`config.mk`:
```
export PLATFORM = sky130hd
export DESIGN_NAME = iq_serial_dac_loader
export DESIGN_NICKNAME = d
export VERILOG_FILES = /design/src/rtl/iq_dac_loader_pkg.sv /design/src/rtl/iq_dac_loader_ctrl.sv /design/src/rtl/iq_dac_loader_dp.sv /design/src/rtl/iq_serial_dac_loader.sv
export SDC_FILE = /design/constraint.sdc
export NUM_CORES = 1
export LEC_CHECK = 0
export BUFFER_PORTS_ARGS = -buffer_cell sky130_fd_sc_hd__buf_2
export CELL_PAD_IN_SITES_DETAIL_PLACEMENT = 0
export CELL_PAD_IN_SITES_GLOBAL_PLACEMENT = 2
export CORE_MARGIN = 2
export CORE_UTILIZATION = 30
export DETAILED_ROUTE_END_ITERATION = 12
export GPL_TIMING_DRIVEN = 1
export PLACE_DENSITY_LB_ADDON = 0.2
export REMOVE_ABC_BUFFERS = 1
export SYNTH_ARGS = -nofsm -noshare
export SYNTH_HDL_FRONTEND = slang
export SYNTH_SLANG_ARGS = --single-unit
```
`constraint.sdc`:
```
create_clock -name clk -period 1.9 [get_ports clk]
set_clock_uncertainty 0.05 [all_clocks]
set_input_delay 0.285 -clock clk [delete_from_list [all_inputs] [get_ports clk]]
set_output_delay 0.285 -clock clk [all_outputs]
set_load 0.005 [all_outputs]
```
`src/rtl/iq_dac_loader_pkg.sv`:
```
package iq_dac_loader_pkg;

  // Strobes from the framing control to the shift/hold datapath
  typedef struct packed {
    logic shiftEn;  // a word bit is present on the data lines this cycle
    logic loadEn;   // this cycle carries the final bit of a word
  } loaderCtrl_t;

endpackage

```
`src/rtl/iq_dac_loader_ctrl.sv`:
```
module iq_dac_loader_ctrl
  import iq_dac_loader_pkg::*;
#(
  parameter int WORD_W = 16
) (
  input  logic        clk,
  input  logic        rstN,
  input  logic        frameIn,
  output loaderCtrl_t ctrl,
  output logic        frameErr
);

  localparam int CNT_W = $clog2(WORD_W);
  localparam logic [CNT_W-1:0] LAST_BIT = CNT_W'(WORD_W - 1);

  logic             synced;
  logic [CNT_W-1:0] bitCnt;
  logic             atLast;

  assign atLast = (bitCnt == LAST_BIT);

  always_ff @(posedge clk or negedge rstN) begin
    if (!rstN) begin
      synced   <= 1'b0;
      bitCnt   <= '0;
      frameErr <= 1'b0;
    end else if (frameIn) begin
      // Next edge carries an MSB, whatever the current position
      synced <= 1'b1;
      bitCnt <= '0;
      if (synced && !atLast) begin
        frameErr <= 1'b1;
      end
    end else if (synced) begin
      bitCnt <= atLast ? '0 : bitCnt + 1'b1;
    end
  end

  always_comb begin
    ctrl.shiftEn = synced;
    ctrl.loadEn  = synced && atLast;
  end

endmodule

```
`src/rtl/iq_dac_loader_dp.sv`:
```
module iq_dac_loader_dp
  import iq_dac_loader_pkg::*;
#(
  parameter int WORD_W = 16,
  parameter int DAC_W  = 10,
  parameter int NUM_CH = 2
) (
  input  logic                         clk,
  input  logic                         rstN,
  input  loaderCtrl_t                  ctrl,
  input  logic [NUM_CH-1:0]            serialIn,
  output logic [NUM_CH-1:0][DAC_W-1:0] dacOut,
  output logic                         loadStrobe
);

  localparam int SHIFT_W = WORD_W - 1;

  for (genvar ch = 0; ch < NUM_CH; ch++) begin : g_chan
    logic [SHIFT_W-1:0] shiftReg;
    logic [DAC_W-1:0]   topBits;

    if (DAC_W < WORD_W) begin : g_trunc
      // The first DAC_W received bits already sit in the shift register
      assign topBits = shiftReg[SHIFT_W-1 -: DAC_W];
    end else begin : g_full
      assign topBits = {shiftReg, serialIn[ch]};
    end

    always_ff @(posedge clk or negedge rstN) begin
      if (!rstN) begin
        shiftReg <= '0;
      end else if (ctrl.shiftEn) begin
        shiftReg <= {shiftReg[SHIFT_W-2:0], serialIn[ch]};
      end
    end

    always_ff @(posedge clk or negedge rstN) begin
      if (!rstN) begin
        dacOut[ch] <= '0;
      end else if (ctrl.loadEn) begin
        dacOut[ch] <= topBits;
      end
    end
  end

  always_ff @(posedge clk or negedge rstN) begin
    if (!rstN) begin
      loadStrobe <= 1'b0;
    end else begin
      loadStrobe <= ctrl.loadEn;
    end
  end

endmodule

```
`src/rtl/iq_serial_dac_loader.sv`:
```
module iq_serial_dac_loader
  import iq_dac_loader_pkg::*;
#(
  parameter int WORD_W = 16,
  parameter int DAC_W  = 10
) (
  input  logic             clk,
  input  logic             rstN,
  input  logic             frameIn,
  input  logic             iDataIn,
  input  logic             qDataIn,
  output logic [DAC_W-1:0] iDacOut,
  output logic [DAC_W-1:0] qDacOut,
  output logic             loadStrobe,
  output logic             frameErr
);

  localparam int NUM_CH = 2;

  loaderCtrl_t                  ctrl;
  logic [NUM_CH-1:0][DAC_W-1:0] dacOut;

  iq_dac_loader_ctrl #(.WORD_W(WORD_W)) ctrl_i (
    .clk      (clk),
    .rstN     (rstN),
    .frameIn  (frameIn),
    .ctrl     (ctrl),
    .frameErr (frameErr)
  );

  iq_dac_loader_dp #(.WORD_W(WORD_W), .DAC_W(DAC_W), .NUM_CH(NUM_CH)) dp_i (
    .clk        (clk),
    .rstN       (rstN),
    .ctrl       (ctrl),
    .serialIn   ({qDataIn, iDataIn}),
    .dacOut     (dacOut),
    .loadStrobe (loadStrobe)
  );

  assign iDacOut = dacOut[0];
  assign qDacOut = dacOut[1];

endmodule

```
==> flow_metrics.env, run 1 <==
export IMPL_cp_data_required_time_ns=2.06
export IMPL_post_route_util_pct=37.1
export IMPL_drc=0
export IMPL_mostFrequentLayoutCells="dfrtp_1, mux2_2, buf_2"
export IMPL_crit_family="flip-flops"
export IMPL_cp_arrival_ns=1.69
export IMPL_multi_input_area_um2=756
export IMPL_cts_tree="built"
export IMPL_regArea_um2=1430
export IMPL_place_congestion=0.672
export IMPL_crit_fanout=9
export IMPL_synth_seq_cells=57
export IMPL_max_clock_freq_ghz=0.653
export IMPL_cp_num_buf_inv=1
export IMPL_fin_area_um2=2670
export IMPL_floorplan_die_area_um2=8150
export IMPL_clock_root_buffer="clkbuf_8"
export IMPL_end_kind="flop"
export IMPL_drive_gt1_share_pct=56.3
export IMPL_p_total_mw=2.33
export IMPL_layout_commonest_cell="dfrtp_1"
export IMPL_clkSinkCount=57
export IMPL_ir_drop_mv=0.477
export IMPL_core_area_um2=7210
export IMPL_row_count=31
export IMPL_antenna_cells=0
export IMPL_power_density_nw_per_um2=871
export IMPL_max_cap_viol_count=0
export IMPL_gr_total_overflow=0
export IMPL_numCtsBuffers=9
export IMPL_worst_setup_path_type="reg2reg"
export IMPL_fillers=718
export IMPL_post_drt_wl_per_cell_um=12.6
export IMPL_grt_pass1_vias=1304
export IMPL_slowest_stage="dfrtp_1"
export IMPL_max_stage_delay_ns=0.41
export IMPL_dr_pass1_iters=2
export IMPL_fin_crit_ns=1.53
export IMPL_die_x_um=90.3
export IMPL_viasPerCell=4.29
export IMPL_setup_viol=0
export IMPL_p_leak_nw=1.34
export IMPL_drv_slew=0
export IMPL_worstMarginPinSlew_ns=0.512
export IMPL_yosysSeqAreaShare_pct=63.9
export IMPL_clkLatencyLatePin_ns=0.32
export IMPL_nNetsFinal=175
export IMPL_hp_class="in2reg"
export IMPL_synth_area_um2=2230
export IMPL_syn_instance_count=132
export IMPL_grt_pass1_wl_um=6250
export IMPL_place_area_um2=2490
export IMPL_cts_buffer_depth=2
export IMPL_antenna_found_initial=0
export IMPL_clkSlewWorstSetupHoldPaths_ns=0.06
export IMPL_postCtsSetupRepairBufs=0
export IMPL_grt_max_degree=36
export IMPL_h_tree_depth=3
export IMPL_whs_ns=0.136
export IMPL_ioPinCount=27
export IMPL_grt_setup_unrepaired="false"
export IMPL_drtIter0Drc=39
export IMPL_synth_cell_types=21
export IMPL_tns_ns=0
export IMPL_finalHoldViolations=0
export IMPL_path_cells="ha_1 > nand4_2 > buf_4 > mux2_2"
export IMPL_yosysWarningCount=0
export IMPL_start_util_pct=31.0
export IMPL_track_usage_pct=9.97
export IMPL_ant_nets=0
export IMPL_avgSynthCellArea_um2=16.9
export IMPL_status="complete, no violations"
export IMPL_die_h_um=90.3
export IMPL_via_count=1171
export IMPL_syn_to_final_growth_pct=19.7
export IMPL_max_slew_margin_rel_pct=65.9
export IMPL_wl_um=3440
export IMPL_worstSetupStartpointType="flop"
export IMPL_fin_crit_sh_pct=80.6
export IMPL_hpwlAfterDp_um=2370
export IMPL_port_buffers=26
==> cell usage after synthesis, drive strengths merged <==
library cell / instances / share of area (%)
or2: 1 / 0.28
a21oi: 2 / 0.45
nor2: 3 / 0.50
dfrtp: 57 / 64
mux2i: 1 / 0.45
nand2b: 1 / 0.28
nand3b: 1 / 0.34
mux2: 50 / 28
nand3: 2 / 0.45
buf: 6 / 2.1
nand2: 1 / 0.17
a41oi: 1 / 0.39
nand4: 1 / 0.56
a31o: 1 / 0.39
ha: 1 / 0.56
xor2: 1 / 0.39
inv: 1 / 0.17
nor3: 1 / 0.22
==> final timing paths <==
| kind | endpoint | cells past startpoint | slack, ns | startpoint |
|---|---|---|---|---|
| setup / recovery | dp_i.dacOut[10] | 4 | 0.37 | ctrl_i.bitCnt[0] |
| hold / removal | ctrl_i.bitCnt[0] | 2 | 0.14 | frameIn |
| setup reg to reg | dp_i.dacOut[10] | 4 | 0.37 | ctrl_i.bitCnt[0] |
| hold reg to reg | ctrl_i.frameErr | 1 | 0.42 | ctrl_i.frameErr |
| max in group asynchronous | dp_i.g_chan[0].shiftReg[4] | 3 | 0.83 | rstN |
| min in group asynchronous | dp_i.dacOut[6] | 2 | 0.41 | rstN |
==> registers in the layout, summed over array words and instances, names as in the netlist <==
name                  flops
dp_i.loadStrobe           1
dp_i.dacOut              20
ctrl_i.synced             1
dp_i.g_chan.shiftReg     30
ctrl_i.bitCnt             4
ctrl_i.frameErr           1
==> repair_timing <==
| action | CTS | global route |
|---|---|---|
| hold buffers | 1 | 0 |
| gates resized for setup | 0 | 0 |
| endpoints found under the hold margin | 22 | 0 |
| setup endpoints to repair | 0 | 0 |
==> routing by layer <==
metal | global-route usage (%) | share of wire, % | up-vias
met2 | 15.3 | 51 | 28
met1 | 11.2 | 42 | 599
met4 | 5.77 | 1.7 | 0
met3 | 5.01 | 5.1 | 4
li1 | - | - | 540
met5 | 0 | 0 | -
==> through the flow <==
| stage | instances | setup slack, ns |
|---|---|---|
| after detailed placement | 256 | 0.374 |
| final | 273 | 0.369 |
| after CTS | 273 | 0.362 |
| after global placement | 256 | 0.386 |
| after floorplan | 126 | -0.596 |
| after global routing | 273 | 0.279 |
==> power by group <==
group | total, mW | leakage [nW] | switching (mW) | internal, mW
Sequential | 1.28 | 0.714 | 0.0285 | 1.25
Clock | 0.966 | 0.0932 | 0.429 | 0.538
Combinational | 0.0799 | 0.536 | 0.0390 | 0.0410
==> logic make-up after synthesis <==
group                    Yosys count  synth area share (%)
XOR/XNOR                           1                 0.392
buffers and inverters              7                  2.30
multiplexers                      51                  28.9
flip-flops                        57                  63.9
AO/OA/AOI/OAI                      4                  1.23
adder cells (fa/ha/maj)            1                 0.560
AND/OR/NAND/NOR                   11                  2.80
==> area by class of cell <==
cell class	instances	share of cell area (%)
multi-input cells	68	28.3
well taps	99	4.63
flip-flops and latches	57	53.3
clock buffers	13	5.94
repair buffers	32	7.11
inverters	1	0.140
clock inverters	3	0.562
Note: power is estimated with default switching activity, not from simulation.
==> run 2, diff against run 1 <==
--- a/config.mk
+++ b/config.mk
@@ -5,6 +5,7 @@
 export SDC_FILE = /design/constraint.sdc
 export NUM_CORES = 1
 export LEC_CHECK = 0
+export ABC_AREA = 1
 export BUFFER_PORTS_ARGS = -buffer_cell sky130_fd_sc_hd__buf_2
 export CELL_PAD_IN_SITES_DETAIL_PLACEMENT = 0
 export CELL_PAD_IN_SITES_GLOBAL_PLACEMENT = 2
==> constraint.sdc (replaced) <==
create_clock -name clk -period 1.3 [get_ports clk]
set_clock_uncertainty 0.05 [all_clocks]
set_input_delay 0.195 -clock clk [delete_from_list [all_inputs] [get_ports clk]]
set_output_delay 0.195 -clock clk [all_outputs]
set_load 0.005 [all_outputs]
==> run 2 against run 1 <==
Against the previous run:
- sequential power increased by 45%
- highest routed layer unchanged
- routed wire length increased by 13%
- critical endpoint is now dp_i.dacOut[3]
- design area increased by 4.3%
==> flow_metrics.env, run 2 <==
export IMPL_status="complete, no violations"
export IMPL_synthTopCellsByArea="dfrtp_1, nand2_1, o21ai_2, o21ai_0, inv_1"
export IMPL_max_slew_margin_rel_pct=79.8
export IMPL_synth_cell_types=21
export IMPL_ant_nets=0
export IMPL_antenna_cells=0
export IMPL_multi_input_area_um2=654
export IMPL_synthMuxAreaShare_pct=0
export IMPL_r2r_start="ctrl_i.bitCnt[0]"
export IMPL_instances_no_fill=360
export IMPL_row_count=31
export IMPL_rr_endpoint="dp_i.dacOut[3]"
export IMPL_fin_crit_sh_pct=91.8
export IMPL_die_h_um=90.8
export IMPL_postCtsSetupRepairBufs=0
export IMPL_ioPinCount=27
export IMPL_ir_drop_mv=0.695
export IMPL_synthMostInstantiatedCell="nand2_1"
export IMPL_syn_instance_count=218
export IMPL_place_area_um2=2540
export IMPL_p_leak_nw=1.47
export IMPL_core_area_um2=7290
export IMPL_worstSetupStartpointType="flop"
export IMPL_grt_pass1_vias=1443
export IMPL_hp_class="in2reg"
export IMPL_synth_compound_area_share_pct=15.2
export IMPL_clkSinkCount=57
export IMPL_yosysTopAreaCellShare_pct=63.1
export IMPL_share_comb_of_total_power_pct=4.2
export IMPL_cp_arrival_ns=1.37
export IMPL_p_seq_share_pct=50.1
export IMPL_drive_gt1_share_pct=29.1
export IMPL_worst_setup_path_type="reg2reg"
export IMPL_crit_fanout=25
export IMPL_place_inst=341
export IMPL_synth_commonest_cells="nand2_1, dfrtp_1, inv_1"
export IMPL_fin_area_um2=2790
export IMPL_endpoint="dp_i.dacOut[3]"
export IMPL_grt_setup_unrepaired="false"
export IMPL_synth_ff_type="dfrtp_1"
export IMPL_async_reset_ff_share_pct=100
export IMPL_max_cap_viol_count=0
export IMPL_h_tree_depth=3
export IMPL_drv_slew=0
export IMPL_p_int_mw=2.87
export IMPL_clock_root_buffer="clkbuf_8"
export IMPL_yosys_area_share_simple_pct=12.7
export IMPL_yosysSeqAreaShare_pct=63.1
export IMPL_numCtsBuffers=9
export IMPL_track_usage_pct=10.9
export IMPL_gr_total_overflow=0
export IMPL_tns_ns=0
export IMPL_synthAdderAreaFrac_pct=0.554
export IMPL_yosysWarningCount=0
export IMPL_max_clock_freq_ghz=0.838
export IMPL_via_count=1476
export IMPL_synth_area_um2=2260
export IMPL_synth_edf_count=0
export IMPL_power_density_nw_per_um2=1330
export IMPL_cp_startpoint="ctrl_i.bitCnt[0]"
export IMPL_avgSynthCellArea_um2=10.4
export IMPL_largest_reg_flops=30
export IMPL_grt_max_degree=58
export IMPL_die_x_um=90.8
export IMPL_clkLatencyLatePin_ns=0.34
export IMPL_pwr_share_clk_pct=45.6
export IMPL_place_congestion=0.737
export IMPL_rrSetupSlack_ns=0.11
export IMPL_end_kind="flop"
export IMPL_top_register="dp_i.g_chan.shiftReg"
export IMPL_synth_top_family_by_area="compound AO/OA/AOI/OAI gates"
export IMPL_fin_crit_ns=1.19
export IMPL_worstMarginPinSlew_ns=0.303
export IMPL_floorplan_die_area_um2=8240
export IMPL_top_regs="dp_i.g_chan.shiftReg x30, dp_i.dacOut x20, ctrl_i.bitCnt x4"
export IMPL_setup_viol=0
export IMPL_p_sw_mw=0.843
export IMPL_port_buffers=26
export IMPL_syn_to_final_growth_pct=23.4
export IMPL_antenna_found_initial=0
export IMPL_nNetsFinal=262
export IMPL_drc=0
export IMPL_viasPerCell=4.10
export IMPL_synth_seq_cells=57
export IMPL_cts_buffer_depth=2
export IMPL_synth_xor_area_share_pct=0
export IMPL_fillers=777
export IMPL_start_util_pct=31.0
export IMPL_mostFrequentLayoutCells="nand2_1, dfrtp_1, inv_1"
export IMPL_layout_commonest_cell="nand2_1"
export IMPL_regArea_um2=1430
export IMPL_cts_tree="built"
export IMPL_synth_top_area_cell="dfrtp_1"
export IMPL_drtIter0Drc=77
export IMPL_clkSlewWorstSetupHoldPaths_ns=0.06
export IMPL_post_drt_wl_per_cell_um=10.8
export IMPL_grt_pass1_wl_um=6910
export IMPL_r2r_cells=5
export IMPL_finalHoldViolations=0
export IMPL_dr_pass1_iters=4
export IMPL_netSwitchingFraction_pct=22.7
export IMPL_hpwlAfterDp_um=2400
export IMPL_wl_um=3880
export IMPL_cp_data_required_time_ns=1.47
==> run 2: logic make-up after synthesis <==
kind of cell,Yosys count
and+or+nand+nor,68
DFF,57
AOI/OAI and AO/OA,52
buffers and inverters,40
adders and majority gates,1
==> run 2: metal layers <==
metal / up-vias / track usage [%] / wire length, um
li1: 764 / - / -
met1: 677 / 13.6 / 1950
met2: 31 / 15.7 / 1650
met3: 4 / 6.01 / 216
met4: 0 / 4.55 / 61
met5: - / 0 / 0
==> run 2: worst max-delay path, cell delays in order (launching register included) <==
cell,delay (ns)
dfrtp_1,0.39
ha_4,0.18
nand4_4,0.13
buf_12,0.20
nand2_1,0.08
o21ai_2,0.05
==> run 2: metrics by stage <==
stage | hold slack, ns | setup slack (ns) | power (mW) | util (%)
finish | 0.0169 | 0.106 | 3.72 | 38.2
global route | 0.0176 | 0.00891 | 3.91 | 38.2
CTS | 0.000454 | 0.0353 | 3.80 | 38.0
detailed placement | 0.175 | 0.0417 | 2.05 | 34.8
global placement | 0.183 | 0.0600 | 2.05 | 34.8
floorplan | -0.151 | -0.824 | 1.97 | -
==> run 2: timing repair <==
action / in CTS / in global routing
resized for setup: 0 / 3
hold buffers: 3 / 0
endpoints found under the setup margin: 0 / 20
hold endpoints to repair: 59 / 0
==> run 2: how the worst min path moves through the flow <==
stage / startpoint / to / slack (ns) / cells after the start
2_1_floorplan: rstN / ctrl_i.bitCnt[0] / -0.15 / 0
3_3_place_gp: rstN / dp_i.dacOut[13] / 0.18 / 2
3_5_place_dp: rstN / dp_i.g_chan[1].shiftReg[14] / 0.18 / 2
4_1_cts: iDataIn / dp_i.g_chan[0].shiftReg[0] / 0.0005 / 3
5_1_grt: iDataIn / dp_i.g_chan[0].shiftReg[0] / 0.02 / 3
6_report: iDataIn / dp_i.g_chan[0].shiftReg[0] / 0.02 / 3
==> run 2: layout make-up <==
cell class              count  share of cell area [%]
flip-flops and latches     57                    51.2
clock buffers              11                    5.43
clock inverters             5                    1.93
multi-input cells         121                    23.5
well taps                  99                    4.44
repair buffers             38                    9.65
inverters                  29                    3.90
==> run 2: power groups by stage <==
stage / combinational [mW] / clock (mW) / sequential (mW)
finish: 0.158 / 1.70 / 1.86
global route: 0.191 / 1.85 / 1.87
CTS: 0.163 / 1.78 / 1.86
detailed placement: 0.154 / 0 / 1.89
global placement: 0.157 / 0 / 1.89
floorplan: 0.0748 / 0 / 1.89
==> run 3, diff against run 2 <==
==> constraint.sdc (replaced) <==
create_clock -name clk -period 1.3 [get_ports clk]
set_clock_uncertainty 0.05 [all_clocks]
set_input_delay 0.13 -clock clk [delete_from_list [all_inputs] [get_ports clk]]
set_output_delay 0.13 -clock clk [all_outputs]
set_load 0.005 [all_outputs]
==> run 3 against run 2 <==
Against the previous run:
- flip-flop and latch count did not move
- die area stayed put
- clock power barely moved
- register-to-register slack hardly changed
- first-iteration DRC count up 3.9%
- via count up 0.68%
- count of clock-buffer cells in the layout unchanged
- global-route usage is the same
- sequential share of layout area shrank 0.18 points
- critical path depth did not move
==> flow_metrics.env, run 3 (synthesis results as in run 2) <==
export IMPL_hpwlAfterDp_um=2400
export IMPL_drc=0
export IMPL_fin_crit_sh_pct=91.8
export IMPL_nNetsFinal=263
export IMPL_antenna_found_initial=0
export IMPL_top_regs="dp_i.g_chan.shiftReg x30, dp_i.dacOut x20, ctrl_i.bitCnt x4"
export IMPL_grt_max_degree=58
export IMPL_ant_nets=0
export IMPL_p_leak_nw=1.48
export IMPL_viasPerCell=4.12
export IMPL_numCtsBuffers=9
export IMPL_clkLatencyLatePin_ns=0.34
export IMPL_clock_root_buffer="clkbuf_8"
export IMPL_cts_buffer_depth=2
export IMPL_grt_setup_unrepaired="false"
export IMPL_cp_arrival_ns=1.37
export IMPL_postCtsSetupRepairBufs=0
export IMPL_track_usage_pct=10.9
export IMPL_instances_no_fill=361
export IMPL_path_cells="ha_4 > nand4_4 > buf_12 > nand2_1 > o21ai_2"
export IMPL_whs_ns=0.263
export IMPL_drtIter0Drc=80
export IMPL_dr_pass1_iters=4
export IMPL_mostFrequentLayoutCells="nand2_1, dfrtp_1, inv_1"
export IMPL_cp_depth=5
export IMPL_max_cap_viol_count=0
export IMPL_setup_viol=0
export IMPL_power_density_nw_per_um2=1330
export IMPL_max_stage_delay_ns=0.39
export IMPL_row_count=31
export IMPL_finalHoldViolations=0
export IMPL_via_count=1486
export IMPL_ioPinCount=27
export IMPL_tns_ns=0
export IMPL_syn_to_final_growth_pct=23.8
export IMPL_port_buffers=26
export IMPL_cts_tree="built"
export IMPL_fin_crit_ns=1.19
export IMPL_drive_gt1_share_pct=29.0
export IMPL_die_h_um=90.8
export IMPL_crit_fanout=25
export IMPL_h_tree_depth=3
export IMPL_grt_pass1_vias=1443
export IMPL_r2r_cells=5
export IMPL_gr_total_overflow=0
export IMPL_max_clock_freq_ghz=0.838
export IMPL_cp_startpoint="ctrl_i.bitCnt[0]"
export IMPL_worstMarginPinSlew_ns=0.307
export IMPL_clkSinkCount=57
export IMPL_r2r_start="ctrl_i.bitCnt[0]"
export IMPL_wl_um=3890
export IMPL_largest_reg_flops=30
export IMPL_post_route_util_pct=38.4
export IMPL_layout_commonest_cell="nand2_1"
export IMPL_cp_data_required_time_ns=1.47
export IMPL_crit_family="flip-flops"
export IMPL_core_area_um2=7290
export IMPL_max_slew_margin_rel_pct=79.5
export IMPL_status="complete, no violations"
export IMPL_ir_drop_mv=0.695
export IMPL_grt_pass1_wl_um=6910
export IMPL_top_register="dp_i.g_chan.shiftReg"
export IMPL_hp_class="in2async"
export IMPL_start_util_pct=31.0
export IMPL_end_kind="flop"
export IMPL_rrSetupSlack_ns=0.11
export IMPL_cp_num_buf_inv=1
export IMPL_rr_endpoint="dp_i.dacOut[3]"
export IMPL_place_congestion=0.737
export IMPL_worst_setup_path_type="reg2reg"
export IMPL_worstSetupStartpointType="flop"
export IMPL_post_drt_wl_per_cell_um=10.8
export IMPL_drv_slew=0
export IMPL_die_x_um=90.8
export IMPL_place_inst=341
export IMPL_antenna_cells=0
export IMPL_clkSlewWorstSetupHoldPaths_ns=0.07
export IMPL_slowest_stage="dfrtp_1"
export IMPL_endpoint="dp_i.dacOut[3]"
export IMPL_floorplan_die_area_um2=8240
[run 3: metal layers]
metal	track usage [%]	wire [um]
met1	13.6	1950
met2	15.7	1670
met3	6.01	216
met4	4.55	61
met5	0	0
[run 3: tightest hold or removal path: cells and delay by family]
kind	cells	cell delay [ns]
buf+inv	3	0.91
[run 3: repair_timing]
action | in CTS | in global routing
hold buffers | 4 | 0
gates resized for setup | 0 | 3
endpoints found under the setup margin | 0 | 20
endpoints found under the hold margin | 60 | 0
[run 3: cell type report]
cell class | count | area, um2
Inverter | 29 | 109
Timing Repair Buffer | 39 | 279
Clock buffer | 11 | 151
Sequential cell | 57 | 1430
Multi-Input combinational cell | 121 | 654
Fill cell | 776 | 4490
Tap cell | 99 | 124
Clock inverter | 5 | 53.8
[run 3: power by group]
part / internal [mW] / leakage [nW] / switching [mW]
registers: 1.83 / 0.714 / 0.0317
clock network: 0.982 / 0.109 / 0.714
logic: 0.0631 / 0.655 / 0.0973
[run 3: worst min path at each step]
| stage | start | to | cells after the start |
|---|---|---|---|
| 6_report | rstN | dp_i.dacOut[19] | 3 |
| 5_1_grt | rstN | dp_i.dacOut[13] | 3 |
| 4_1_cts | rstN | dp_i.dacOut[19] | 3 |
| 3_5_place_dp | rstN | dp_i.g_chan[1].shiftReg[14] | 2 |
| 3_3_place_gp | rstN | dp_i.dacOut[13] | 2 |
| 2_1_floorplan | rstN | ctrl_i.bitCnt[0] | 0 |
[run 3: metrics by stage]
| step | area (um2) | setup WS (ns) | total power [mW] |
|---|---|---|---|
| floorplan | 2180 | -0.824 | 1.97 |
| global placement | 2540 | 0.0600 | 2.05 |
| detailed placement | 2540 | 0.0417 | 2.05 |
| CTS | 2780 | 0.0353 | 3.80 |
| global route | 2800 | 0.00891 | 3.91 |
| finish | 2800 | 0.107 | 3.72 |
